## src/rtl/spi_port_pkg.sv

```systemverilog
package spi_port_pkg;

    // Control byte layout (address 0)
    typedef struct packed {
        logic       irq_en;     // [7]
        logic [1:0] rate;       // [6:5]
        logic       lsb_first;  // [4]
        logic       cpha;       // [3]
        logic       cpol;       // [2]
        logic       master;     // [1]
        logic       enable;     // [0]
    } ctrl_t;

    // Mode byte layout (address 1)
    typedef struct packed {
        logic [5:0] spare;
        logic       miso_float; // [1]
        logic       enhanced;   // [0]
    } mode_t;

    typedef enum logic [1:0] {
        REG_CTRL = 2'd0,
        REG_MODE = 2'd1,
        REG_STAT = 2'd2,
        REG_DATA = 2'd3
    } reg_addr_e;

    localparam int HALF_W = 7;

    // Half an SCK period in system clocks for each rate code
    function automatic logic [HALF_W-1:0] half_period(input logic [1:0] rate);
        case (rate)
            2'd0:    return 7'd2;
            2'd1:    return 7'd8;
            2'd2:    return 7'd32;
            default: return 7'd64;
        endcase
    endfunction

endpackage

```

## src/rtl/spi_port_sckgen.sv

```systemverilog
module spi_port_sckgen
    import spi_port_pkg::*;
(
    input  logic       clk,
    input  logic       rst,
    input  logic       run,
    input  logic       cpol,
    input  logic [1:0] rate,
    output logic       sclk,
    output logic       lead,
    output logic       trail
);
    logic [HALF_W-1:0] hcnt;
    logic [HALF_W-1:0] half;
    logic              phase;   // 0: next edge is a leading edge
    logic              tick;

    assign half  = half_period(rate);
    assign tick  = run && (hcnt == half - 1'b1);
    assign lead  = tick && !phase;
    assign trail = tick && phase;

    always_ff @(posedge clk) begin
        if (rst) begin
            hcnt  <= '0;
            phase <= 1'b0;
            sclk  <= 1'b0;
        end else if (!run) begin
            hcnt  <= '0;
            phase <= 1'b0;
            sclk  <= cpol;
        end else if (tick) begin
            hcnt  <= '0;
            phase <= ~phase;
            sclk  <= ~sclk;
        end else begin
            hcnt  <= hcnt + 1'b1;
        end
    end

    // two SCK edges are never closer than two system clocks
    p_edge_spacing_r1: assert property (@(posedge clk) disable iff (rst)
        tick |=> !tick);

endmodule

```

## src/rtl/spi_port_shifter.sv

```systemverilog
module spi_port_shifter #(
    parameter int DW = 8,
    localparam int CW = $clog2(DW + 1)
) (
    input  logic          clk,
    input  logic          rst,
    input  logic          load,
    input  logic [DW-1:0] load_data,
    input  logic          clear,
    input  logic          lead,
    input  logic          trail,
    input  logic          cpha,
    input  logic          lsb_first,
    input  logic          sdi,
    output logic          sdo,
    output logic          done,
    output logic          active,
    output logic [DW-1:0] rx_word
);
    logic [DW-1:0] tx_q, rx_q, rx_next;
    logic [CW-1:0] cnt;
    logic          smp, shft;

    assign smp     = cpha ? trail : lead;
    assign shft    = cpha ? (lead && cnt != '0) : trail;
    assign rx_next = lsb_first ? {sdi, rx_q[DW-1:1]} : {rx_q[DW-2:0], sdi};
    assign done    = trail && (cnt == (cpha ? CW'(DW - 1) : CW'(DW)));
    assign rx_word = cpha ? rx_next : rx_q;
    assign sdo     = lsb_first ? tx_q[0] : tx_q[DW-1];
    assign active  = (cnt != '0);

    always_ff @(posedge clk) begin
        if (rst) begin
            tx_q <= '0;
            rx_q <= '0;
            cnt  <= '0;
        end else if (load) begin
            tx_q <= load_data;
            cnt  <= '0;
        end else if (clear || done) begin
            cnt  <= '0;
        end else begin
            if (smp) begin
                rx_q <= rx_next;
                cnt  <= cnt + 1'b1;
            end
            if (shft) begin
                tx_q <= lsb_first ? (tx_q >> 1) : (tx_q << 1);
            end
        end
    end

    // the bit counter never runs past one byte
    p_count_bound_r2: assert property (@(posedge clk) disable iff (rst)
        cnt <= CW'(DW));

    // a completed byte always restarts the bit count
    p_done_restart_r2: assert property (@(posedge clk) disable iff (rst)
        done |=> cnt == '0);

endmodule

```

## src/rtl/spi_port.sv

```systemverilog
module spi_port
    import spi_port_pkg::*;
#(
    parameter int DW = 8
) (
    input  logic          clk,
    input  logic          rst,
    input  logic          bus_sel,
    input  logic          bus_wr,
    input  logic          bus_rd,
    input  logic [1:0]    bus_addr,
    input  logic [DW-1:0] bus_wdata,
    output logic [DW-1:0] bus_rdata,
    output logic          irq_o,
    input  logic          sclk_i,
    output logic          sclk_o,
    output logic          sclk_oe,
    input  logic          mosi_i,
    output logic          mosi_o,
    output logic          mosi_oe,
    input  logic          miso_i,
    output logic          miso_o,
    output logic          miso_oe,
    input  logic          ss_n_i
);
    localparam int SYNC_N = 2;

    ctrl_t         ctrl;
    mode_t         mode;
    reg_addr_e     addr;
    logic [DW-1:0] rxd, buf_q, ld_data, sh_rx;
    logic          done_f, col_f, arm_done, arm_col, buf_full, m_busy;
    logic          wr_ctrl, wr_mode, wr_data, rd_stat, acc_data;
    logic          idle, direct_ld, buf_ld, ld, col_stat;
    logic          sh_done, sh_active, sh_sdo, sh_clear;
    logic          m_run, m_sclk, m_lead, m_trail;
    logic          s_lead, s_trail, s_rise, s_fall, s_sel;
    logic          lead, trail, sdi;
    logic [SYNC_N:0]   sck_q;
    logic [SYNC_N-1:0] mosi_q, ss_q;

    // ---------------- register bus decode ----------------
    assign addr     = reg_addr_e'(bus_addr);
    assign wr_ctrl  = bus_sel && bus_wr && addr == REG_CTRL;
    assign wr_mode  = bus_sel && bus_wr && addr == REG_MODE;
    assign wr_data  = bus_sel && bus_wr && addr == REG_DATA;
    assign rd_stat  = bus_sel && bus_rd && addr == REG_STAT;
    assign acc_data = bus_sel && (bus_wr || bus_rd) && addr == REG_DATA;

    // ---------------- slave input synchronisers ----------------
    always_ff @(posedge clk) begin
        if (rst) begin
            sck_q  <= '0;
            mosi_q <= '0;
            ss_q   <= '1;
        end else begin
            sck_q  <= {sck_q[SYNC_N-1:0], sclk_i};
            mosi_q <= {mosi_q[SYNC_N-2:0], mosi_i};
            ss_q   <= {ss_q[SYNC_N-2:0], ss_n_i};
        end
    end

    assign s_sel   = !ss_q[SYNC_N-1];
    assign s_rise  = sck_q[SYNC_N-1] && !sck_q[SYNC_N];
    assign s_fall  = !sck_q[SYNC_N-1] && sck_q[SYNC_N];
    assign s_lead  = s_sel && (ctrl.cpol ? s_fall : s_rise);
    assign s_trail = s_sel && (ctrl.cpol ? s_rise : s_fall);

    // ---------------- master clock generator ----------------
    assign m_run = m_busy && ctrl.master && ctrl.enable;

    spi_port_sckgen u_sckgen (
        .clk   (clk),
        .rst   (rst),
        .run   (m_run),
        .cpol  (ctrl.cpol),
        .rate  (ctrl.rate),
        .sclk  (m_sclk),
        .lead  (m_lead),
        .trail (m_trail)
    );

    // ---------------- shared shift engine ----------------
    assign lead     = ctrl.master ? m_lead  : s_lead;
    assign trail    = ctrl.master ? m_trail : s_trail;
    assign sdi      = ctrl.master ? miso_i  : mosi_q[SYNC_N-1];
    assign sh_clear = !ctrl.enable || (!ctrl.master && !s_sel);
    assign idle     = ctrl.master ? !m_busy : !sh_active;

    always_comb begin
        direct_ld = wr_data && idle && !buf_full;
        buf_ld    = buf_full && (idle || (sh_done && mode.enhanced));
        ld        = direct_ld || buf_ld;
        ld_data   = buf_ld ? buf_q : bus_wdata;
    end

    spi_port_shifter #(.DW(DW)) u_shifter (
        .clk       (clk),
        .rst       (rst),
        .load      (ld),
        .load_data (ld_data),
        .clear     (sh_clear),
        .lead      (lead),
        .trail     (trail),
        .cpha      (ctrl.cpha),
        .lsb_first (ctrl.lsb_first),
        .sdi       (sdi),
        .sdo       (sh_sdo),
        .done      (sh_done),
        .active    (sh_active),
        .rx_word   (sh_rx)
    );

    // ---------------- registers and flags ----------------
    always_ff @(posedge clk) begin
        if (rst) begin
            ctrl     <= '0;
            mode     <= '0;
            rxd      <= '0;
            buf_q    <= '0;
            buf_full <= 1'b0;
            done_f   <= 1'b0;
            col_f    <= 1'b0;
            arm_done <= 1'b0;
            arm_col  <= 1'b0;
            m_busy   <= 1'b0;
        end else begin
            if (wr_ctrl) ctrl <= ctrl_t'(bus_wdata[7:0]);
            if (wr_mode) mode <= mode_t'(bus_wdata[7:0]);

            // status read arms, following data access clears
            if (rd_stat) begin
                arm_done <= done_f;
                arm_col  <= col_f;
            end else if (acc_data) begin
                arm_done <= 1'b0;
                arm_col  <= 1'b0;
                if (arm_done) done_f <= 1'b0;
                if (arm_col)  col_f  <= 1'b0;
            end

            if (wr_data && !idle) begin
                if (!mode.enhanced) begin
                    col_f <= 1'b1;
                end else if (!buf_full) begin
                    buf_q    <= bus_wdata;
                    buf_full <= 1'b1;
                end
            end
            if (buf_ld) buf_full <= 1'b0;

            if (ld && ctrl.master && ctrl.enable) begin
                m_busy <= 1'b1;
            end else if (sh_done || !ctrl.enable || !ctrl.master) begin
                m_busy <= 1'b0;
            end

            if (sh_done) begin
                rxd    <= sh_rx;
                done_f <= 1'b1;
            end
        end
    end

    assign col_stat = mode.enhanced ? buf_full : col_f;

    always_comb begin
        case (addr)
            REG_CTRL: bus_rdata = DW'(ctrl);
            REG_MODE: bus_rdata = DW'(mode);
            REG_STAT: bus_rdata = {done_f, col_stat, {(DW-3){1'b0}}, !idle};
            default:  bus_rdata = rxd;
        endcase
    end

    // ---------------- pins ----------------
    assign irq_o   = done_f && ctrl.irq_en;
    assign sclk_o  = m_sclk;
    assign sclk_oe = ctrl.enable && ctrl.master;
    assign mosi_o  = sh_sdo;
    assign mosi_oe = ctrl.enable && ctrl.master;
    assign miso_o  = sh_sdo;
    assign miso_oe = ctrl.enable && !ctrl.master && (s_sel || !mode.miso_float);

    // ---------------- properties ----------------
    // a completed byte is captured and flagged
    p_done_capture_r2: assert property (@(posedge clk) disable iff (rst)
        sh_done |=> done_f && rxd == $past(sh_rx));

    // plain-mode write to a busy shifter raises a collision
    p_collision_r3: assert property (@(posedge clk) disable iff (rst)
        (wr_data && !idle && !mode.enhanced) |=> col_f);

    // a held byte is taken at completion with the clock kept running
    p_no_gap_r5: assert property (@(posedge clk) disable iff (rst)
        (sh_done && mode.enhanced && buf_full && ctrl.master && ctrl.enable)
        |=> m_busy && !buf_full);

    // a held byte never waits on an idle shifter
    p_drain_r4: assert property (@(posedge clk) disable iff (rst)
        (idle && buf_full) |=> !buf_full);

    // an armed status-then-data sequence clears done
    p_flag_clear_r9: assert property (@(posedge clk) disable iff (rst)
        (acc_data && arm_done && !sh_done) |=> !done_f);

endmodule

```

## config.mk

```make
export PLATFORM = sky130hd
export DESIGN_NAME = spi_port
export DESIGN_NICKNAME = d
export VERILOG_FILES = /design/src/rtl/spi_port_pkg.sv /design/src/rtl/spi_port_sckgen.sv /design/src/rtl/spi_port_shifter.sv /design/src/rtl/spi_port.sv
export SDC_FILE = /design/constraint.sdc
export NUM_CORES = 1
export LEC_CHECK = 0
export BUFFER_PORTS_ARGS = -buffer_cell sky130_fd_sc_hd__buf_2
export CAP_MARGIN = 20
export CORE_ASPECT_RATIO = 0.7
export CORE_MARGIN = 2
export CORE_UTILIZATION = 59
export CTS_CLUSTER_SIZE = 10
export DETAILED_ROUTE_END_ITERATION = 6
export GPL_ROUTABILITY_DRIVEN = 0
export PLACE_DENSITY = 0.79
export SYNTH_ARGS = -nofsm -noshare
export SYNTH_HDL_FRONTEND = slang
export SYNTH_SLANG_ARGS = --single-unit
```

## constraint.sdc

```tcl
create_clock -name clk -period 2.7 [get_ports clk]
set_input_delay 0.135 -clock clk [delete_from_list [all_inputs] [get_ports clk]]
set_output_delay 0.135 -clock clk [all_outputs]
set_load 0.02 [all_outputs]
```

==> impl_metrics.py, run 1 <==
metrics = {
    "routing": {
        "routed_via_density": 5.95,
        "detail_route.drc_violations": 0,
        "via_count": 3177,
        "wl_per_cell_um": 16.1,
        "drt_iter0_markers": 236,
        "detail_route.wirelength_um": 8620,
        "drt_first_pass_iters": 5,
        "ant_nets": 0,
    },
    "cells_and_area": {
        "final_area_um2": 4150,
        "fillerInstances": 512,
        "nNetsFinal": 473,
        "ant_cells": 0,
        "areaGrowthSynthToFinish_pct": 11.6,
        "finalCoreUtilization_pct": 67.4,
        "drive_gt1_share_pct": 18.9,
    },
    "placed_design": {
        "buffer_ports.inserted": 33,
        "place_area_um2": 3890,
        "post-dp-hpwl_um": 6060,
    },
    "worst_setup_path": {
        "worst-path-max-fanout": 4,
        "cp_slowest_cell": "sky130_fd_sc_hd__or3b_2",
        "criticalPathCategory": "reg -> out",
        "slowest_delay_ps": 510,
        "endpoint_kind": "primary output",
        "r2r_slack_ps": 190,
        "cp.arrival_ps": 2400,
        "startpoint_type": "flip-flop",
        "cp.required_ps": 2570,
        "cp_cell_sequence": "inv_1 -> ha_1 -> or3b_2 -> mux2_2 -> mux4_2 -> buf_2",
    },
    "synthesis": {
        "synth_edf_count": 0,
        "yosys-top-cells-area": "sky130_fd_sc_hd__dfxtp_1, sky130_fd_sc_hd__mux2i_1, sky130_fd_sc_hd__nand2_1",
        "synth_adder_area_share_pct": 1.01,
        "synth-async-reset-ratio_pct": 0,
        "syn-num-nets": 446,
        "synth_flop_cell": "sky130_fd_sc_hd__dfxtp_1",
        "synth_warnings": 0,
        "netlist.top_cell.by_area": "sky130_fd_sc_hd__dfxtp_1",
        "netlist_instances": 424,
        "synth_top_family_by_area": "simple AND/OR/NAND/NOR gates",
        "synth-compound-area-share_pct": 18.5,
        "synthesis.area_um2": 3720,
        "synth-seq-cells": 74,
        "synth.mux.area_fraction_pct": 12.2,
        "syn-mean-instance-area_um2": 8.77,
        "synth_xor_xnor_area_share_pct": 2.83,
        "synth.lib_cells_used.distinct": 62,
        "post-synth-top-area-fraction_pct": 39.8,
        "synth-seq-area-share_pct": 39.8,
        "synth-simple-area-share_pct": 20.6,
    },
    "clock_tree": {
        "clock_sinks": 74,
        "cts.root.buffer_cell": "sky130_fd_sc_hd__clkbuf_8",
        "clock_latency_at_the_later_pin_of_the_worst_skew_pair_ps": 360,
        "htree_num_levels": 3,
        "tritoncts": "built",
        "cts_buffer_depth": 2,
        "buffer_count_from_post_cts_setup_fixing": 0,
        "worst_setup_hold_path_clk_slew_ps": 80,
        "cts-buffers-inserted": 9,
    },
    "pwr": {
        "powerDensity_nw_per_um2": 525,
        "internal_power_mw": 1.69,
        "cellLeakagePower_nw": 1.48,
        "power_frac_seq_pct": 51.1,
        "clkPwrFrac_pct": 43.8,
        "total_power_mw": 2.18,
        "worst_ir_drop_vdd_uv": 353,
        "p_comb_share_pct": 5.1,
        "netSwitchingFraction_pct": 22.6,
        "switching_power_mw": 0.492,
    },
    "timing": {
        "setup_violating_endpoint_count_in_the_final_report": 0,
        "clock.fmax_ghz": 0.394,
        "final.setup.tns_ps": 0,
        "slew_viol_final": 0,
        "grt_setup_unrepaired": "no",
        "hold-worst-slack_ps": 71.0,
        "maxSlewHeadroom_pct": 30.8,
        "clock-skew-final_ps": 7.53,
        "final_hold_viol_count": 0,
        "worstMarginPinSlew_ps": 1040,
        "final_critical_path_required_period_ps": 2540,
        "final.period_utilization_pct": 94.0,
    },
    "global_route": {
        "wire_length_of_the_first_global_routing_pass_um": 14400,
        "largest_net_degree_at_the_start_of_global_routing": 48,
        "first_global_vias": 2923,
        "grt_antenna_before_repair": 0,
        "gr_overflow_total": 0,
        "grt_util_all_layers_pct": 26.4,
    },
    "job": {
        "count_of_maximum_capacitance_violations": 0,
    },
    "floorplanning": {
        "chipWidth_um": 98.9,
        "overall_die_height_um": 70.4,
        "placement_rows": 24,
        "starting_utilization_of_the_core_area_pct": 60.4,
        "floorplan.die_area_um2": 6960,
        "core_region_area_um2": 6160,
        "number_of_top_level_design_ports": 34,
    },
    "outcome": {
        "status": "finished clean",
    },
    "hold_path": {
        "worst_hold_path_type": "in -> reg",
    },
}
==> layout by cell type, fill, tap and decap left out, types with 3 or more instances in the layout <==
cell	count
sky130_fd_sc_hd__a211oi_1	7
sky130_fd_sc_hd__a211oi_2	4
sky130_fd_sc_hd__a21oi_1	27
sky130_fd_sc_hd__a221oi_1	7
sky130_fd_sc_hd__a22oi_1	7
sky130_fd_sc_hd__and2_1	3
sky130_fd_sc_hd__buf_2	33
sky130_fd_sc_hd__buf_4	5
sky130_fd_sc_hd__clkbuf_8	10
sky130_fd_sc_hd__dfxtp_1	74
sky130_fd_sc_hd__dlygate4sd3_1	3
sky130_fd_sc_hd__ha_1	3
sky130_fd_sc_hd__inv_1	16
sky130_fd_sc_hd__mux2i_1	35
sky130_fd_sc_hd__nand2_1	54
sky130_fd_sc_hd__nand2b_1	5
sky130_fd_sc_hd__nand3_1	8
sky130_fd_sc_hd__nor2_1	51
sky130_fd_sc_hd__nor2_2	4
sky130_fd_sc_hd__nor2b_1	6
sky130_fd_sc_hd__nor3_1	3
sky130_fd_sc_hd__o211ai_1	6
sky130_fd_sc_hd__o21ai_0	20
sky130_fd_sc_hd__or2_2	3
sky130_fd_sc_hd__xnor2_1	6
sky130_fd_sc_hd__xor2_1	6
==> flip-flops by register name, indices dropped and copies added (netlist names), 4 cells and up <==
name / flops
rxd: 8
ctrl: 8
buf_q: 8
mode: 8
u_shifter.cnt: 4
u_sckgen.hcnt: 7
u_shifter.rx_q: 8
u_shifter.tx_q: 8
==> kinds of logic after synthesis <==
| logic type | count (synthesis) |
|---|---|
| xor+xnor | 12 |
| compound gates | 94 |
| flops | 74 |
| mux | 41 |
| simple gates | 159 |
| buf+inv | 41 |
| fa+ha+maj | 3 |
==> cells in the mapped netlist (2+ instances only) <==
master	instances
sky130_fd_sc_hd__o211ai_1	6
sky130_fd_sc_hd__clkbuf_1	16
sky130_fd_sc_hd__nor3b_1	2
sky130_fd_sc_hd__dfxtp_1	74
sky130_fd_sc_hd__nor2b_1	6
sky130_fd_sc_hd__or3_1	2
sky130_fd_sc_hd__mux4_2	2
sky130_fd_sc_hd__and3_1	2
sky130_fd_sc_hd__and2_1	3
sky130_fd_sc_hd__or2_2	3
sky130_fd_sc_hd__nor3_1	3
sky130_fd_sc_hd__buf_4	2
sky130_fd_sc_hd__buf_2	2
sky130_fd_sc_hd__nor2_2	4
sky130_fd_sc_hd__ha_1	3
sky130_fd_sc_hd__mux2_2	2
sky130_fd_sc_hd__nor2_1	51
sky130_fd_sc_hd__buf_1	2
sky130_fd_sc_hd__buf_6	3
sky130_fd_sc_hd__xor2_1	6
sky130_fd_sc_hd__a211oi_2	4
sky130_fd_sc_hd__and4b_1	2
sky130_fd_sc_hd__nand2b_1	5
sky130_fd_sc_hd__a21oi_1	27
sky130_fd_sc_hd__a22oi_1	7
sky130_fd_sc_hd__nand3_1	8
sky130_fd_sc_hd__inv_1	16
sky130_fd_sc_hd__nand2_1	55
sky130_fd_sc_hd__o21ai_0	20
sky130_fd_sc_hd__a211oi_1	7
sky130_fd_sc_hd__mux2i_1	36
sky130_fd_sc_hd__xnor2_1	6
sky130_fd_sc_hd__nand4b_1	2
sky130_fd_sc_hd__a221oi_1	7
==> critical path: cells and delay by family, from the launching register on <==
kind                       cells  cell delay (ps)
buffers and inverters          2              250
muxes                          2              780
DFF                            1              350
adders and majority gates      1              150
and+or+nand+nor                1              510
==> metrics by stage <==
stage / setup WS, ps / instances
3_3_place_gp: 181 / 515
2_1_floorplan: 509 / 424
6_report: 163 / 534
3_5_place_dp: 97.6 / 515
4_1_cts: 74.6 / 534
5_1_grt: 54.3 / 534
==> layer usage <==
metal	track usage, %	up-vias	wire length (µm)
met4	8.83	0	131
met5	0	-	0
met2	38.8	115	3870
met3	6.51	16	689
li1	-	1542	-
met1	38.0	1504	3930
==> cell type report <==
type | count | area (µm²) | area share, %
inverters | 16 | 60.1 | 1.45
repair buffers | 41 | 233 | 5.61
clock buffers | 11 | 141 | 3.41
flip-flops and latches | 74 | 1480 | 35.7
clock inverters | 5 | 77.6 | 1.87
well taps | 78 | 97.6 | 2.35
multi-input cells | 309 | 2060 | 49.6
==> power groups by stage <==
stage | registers (mW) | clock network (mW) | logic (mW)
finish | 1.11 | 0.953 | 0.111
global route | 1.11 | 1.03 | 0.120
CTS | 1.11 | 0.968 | 0.109
detailed placement | 1.14 | 0 | 0.105
global placement | 1.14 | 0 | 0.103
floorplan | 1.13 | 0 | 0.0704
==> path summary, 6_finish.rpt <==
| check | startpoint | end | depth (start not counted) |
|---|---|---|---|
| setup / recovery | u_shifter.cnt[1]$_SDFFE_PP0P_ | bus_rdata[0] | 6 |
| hold reg to reg | sck_q[0]$_SDFF_PP0_ | sck_q[1]$_SDFF_PP0_ | 1 |
| setup reg to reg | u_shifter.cnt[0]$_SDFFE_PP0P_ | u_shifter.tx_q[0]$_SDFFE_PP0P_ | 7 |
| hold / removal | bus_wdata[2] | mode[2]$_SDFFE_PP0P_ | 3 |
==> timing repair <==
action	in CTS	in global routing
resized for setup	0	3
endpoints found under the hold margin	3	0
hold buffers	3	0
endpoints found under the setup margin	0	13
(Power assumes the default switching activity.)
==> run 2, diff against run 1 <==
- REMOVE_ABC_BUFFERS: default -> 1
==> run 2 against run 1 <==
Cell count is 0.37% higher. Total power shrank 3.5%. Hold slack got worse by 61 ps. Largest cell class unchanged.
==> impl_metrics.py, run 2 (synthesized netlist as in run 1, its figures left out) <==
metrics = {
    "cells_and_area": {
        "drive_gt1_share_pct": 19.2,
        "finalCoreUtilization_pct": 67.2,
        "areaGrowthSynthToFinish_pct": 11.3,
        "fillerInstances": 512,
        "layout_commonest_cell": "sky130_fd_sc_hd__dfxtp_1",
        "mostFrequentLayoutCells": "sky130_fd_sc_hd__dfxtp_1, sky130_fd_sc_hd__nand2_1, sky130_fd_sc_hd__nor2_1, sky130_fd_sc_hd__mux2i_1, sky130_fd_sc_hd__buf_2",
        "nNetsFinal": 475,
        "ant_cells": 0,
    },
    "pwr": {
        "worst_ir_drop_vdd_uv": 348,
        "internal_power_mw": 1.58,
        "p_comb_share_pct": 5.3,
        "power_frac_seq_pct": 52.9,
        "switching_power_mw": 0.525,
        "total_power_mw": 2.10,
        "cellLeakagePower_nw": 1.48,
        "powerDensity_nw_per_um2": 508,
        "netSwitchingFraction_pct": 25.0,
        "clkPwrFrac_pct": 41.7,
    },
    "hold_path": {
        "holdCritStartpoint": "mosi_i",
        "min_to": "mosi_q[0]$_SDFF_PP0_",
        "min_path_cells": 2,
        "worst_hold_path_type": "in -> reg",
    },
    "floorplanning": {
        "placement_rows": 24,
        "core_region_area_um2": 6160,
        "floorplan.die_area_um2": 6960,
        "number_of_top_level_design_ports": 34,
        "starting_utilization_of_the_core_area_pct": 60.4,
        "chipWidth_um": 98.9,
        "overall_die_height_um": 70.4,
    },
    "routing": {
        "via_count": 3160,
        "detail_route.drc_violations": 0,
        "drt_iter0_markers": 202,
        "detail_route.wirelength_um": 8620,
        "ant_nets": 0,
        "drt_first_pass_iters": 5,
        "wl_per_cell_um": 16.1,
        "routed_via_density": 5.90,
    },
    "worst_setup_path": {
        "slowest_delay_ps": 500,
        "worst-path-max-fanout": 4,
        "cp_cell_sequence": "inv_1 -> ha_1 -> or3b_2 -> mux2_2 -> mux4_2 -> buf_2",
        "cp.required_ps": 2570,
        "criticalPathCategory": "reg -> out",
        "crit_family": "multiplexers",
        "beginning_of_the_worst_register_to_register_path": "u_sckgen.hcnt[2]$_SDFF_PP0_",
        "critical_path_buf_inv_count": 2,
        "cp_slowest_cell": "sky130_fd_sc_hd__or3b_2",
        "cp.arrival_ps": 2390,
        "endpoint_kind": "primary output",
        "reg2regPathDepth": 7,
        "r2r_slack_ps": 180,
        "r2r_end": "u_shifter.tx_q[0]$_SDFFE_PP0P_",
        "startpoint_type": "flip-flop",
    },
    "global_route": {
        "wire_length_of_the_first_global_routing_pass_um": 14400,
        "grt_antenna_before_repair": 0,
        "largest_net_degree_at_the_start_of_global_routing": 40,
        "gr_overflow_total": 0,
        "first_global_vias": 2904,
        "grt_util_all_layers_pct": 26.2,
    },
    "clock_tree": {
        "buffer_count_from_post_cts_setup_fixing": 0,
        "clock_sinks": 74,
        "cts.root.buffer_cell": "sky130_fd_sc_hd__clkbuf_8",
        "tritoncts": "built",
        "cts_buffer_depth": 2,
        "worst_setup_hold_path_clk_slew_ps": 80,
        "cts-buffers-inserted": 9,
        "htree_num_levels": 3,
        "clock_latency_at_the_later_pin_of_the_worst_skew_pair_ps": 360,
    },
    "timing": {
        "clock-skew-final_ps": 14.7,
        "clock.fmax_ghz": 0.396,
        "worstMarginPinSlew_ps": 1080,
        "final.setup.tns_ps": 0,
        "setup_violating_endpoint_count_in_the_final_report": 0,
        "slew_viol_final": 0,
        "final_critical_path_required_period_ps": 2520,
        "grt_setup_unrepaired": "no",
        "final_hold_viol_count": 0,
        "final.period_utilization_pct": 93.5,
        "maxSlewHeadroom_pct": 28.1,
        "layout_setup_ws_ps": 175,
    },
    "placed_design": {
        "buffer_ports.inserted": 33,
        "dp_worst_setup_slack_ps": 179,
        "post-dp-hpwl_um": 6200,
    },
    "outcome": {
        "status": "finished clean",
    },
    "job": {
        "count_of_maximum_capacitance_violations": 0,
    },
}
-- run 2: cell type report --
| cell class | count | area [µm²] | share of cell area, % |
|---|---|---|---|
| clock buffers | 9 | 124 | 2.99 |
| clock inverters | 7 | 76.3 | 1.84 |
| inverters | 16 | 60.1 | 1.45 |
| multi-input cells | 309 | 2050 | 49.6 |
| flip-flops and latches | 74 | 1480 | 35.8 |
| well taps | 78 | 97.6 | 2.36 |
| repair buffers | 43 | 245 | 5.93 |
-- run 2: worst max-delay path by stage --
stage                                             start                        endpoint  slack, ps  cells past startpoint
after floorplan                    ctrl[6]$_SDFFE_PP0P_  u_shifter.rx_q[7]$_SDFFE_PP0P_        320                      7
after global placement    u_shifter.cnt[0]$_SDFFE_PP0P_  u_shifter.rx_q[0]$_SDFFE_PP0P_        220                     10
after detailed placement  u_shifter.cnt[1]$_SDFFE_PP0P_  u_shifter.rx_q[0]$_SDFFE_PP0P_        180                     10
after CTS                 u_shifter.cnt[1]$_SDFFE_PP0P_  u_shifter.rx_q[7]$_SDFFE_PP0P_        170                     10
after global routing        u_sckgen.hcnt[2]$_SDFF_PP0_  u_shifter.rx_q[7]$_SDFFE_PP0P_         20                      8
final                     u_shifter.cnt[1]$_SDFFE_PP0P_                    bus_rdata[0]        180                      6
-- run 2: layer usage --
| layer | GRT usage [%] | routed length, µm |
|---|---|---|
| met5 | 0 | 0 |
| met1 | 38.1 | 4130 |
| met4 | 8.52 | 105 |
| met3 | 7.11 | 675 |
| met2 | 37.8 | 3700 |
-- run 2: power groups by stage --
| stage | clock, mW | combinational [mW] | sequential [mW] |
|---|---|---|---|
| final | 0.877 | 0.112 | 1.11 |
| after global routing | 0.929 | 0.121 | 1.11 |
| after CTS | 0.893 | 0.111 | 1.11 |
| after detailed placement | 0 | 0.108 | 1.14 |
| after global placement | 0 | 0.105 | 1.14 |
| after floorplan | 0 | 0.0464 | 1.14 |
-- run 2: stage by stage --
step           cells  hold slack, ps  instance area [µm²]
2_1_floorplan    399             200                 3590
3_3_place_gp     518             321                 3920
3_5_place_dp     518             332                 3920
4_1_cts          536            1.83                 4140
5_1_grt          536            14.8                 4140
6_report         536            10.2                 4140
-- run 2: repair_timing --
action,CTS,global route
setup endpoints to repair,0,11
endpoints found under the hold margin,2,0
hold buffers,2,0
gates resized for setup,0,1
-- run 2: worst reg2reg max path, delay by kind of cell (launching register included) --
kind / cells / cell delay (ps)
flip-flops: 1 / 490
AO/OA/AOI/OAI: 2 / 1070
multiplexers: 2 / 530
XOR/XNOR: 1 / 180
AND/OR/NAND/NOR: 2 / 160
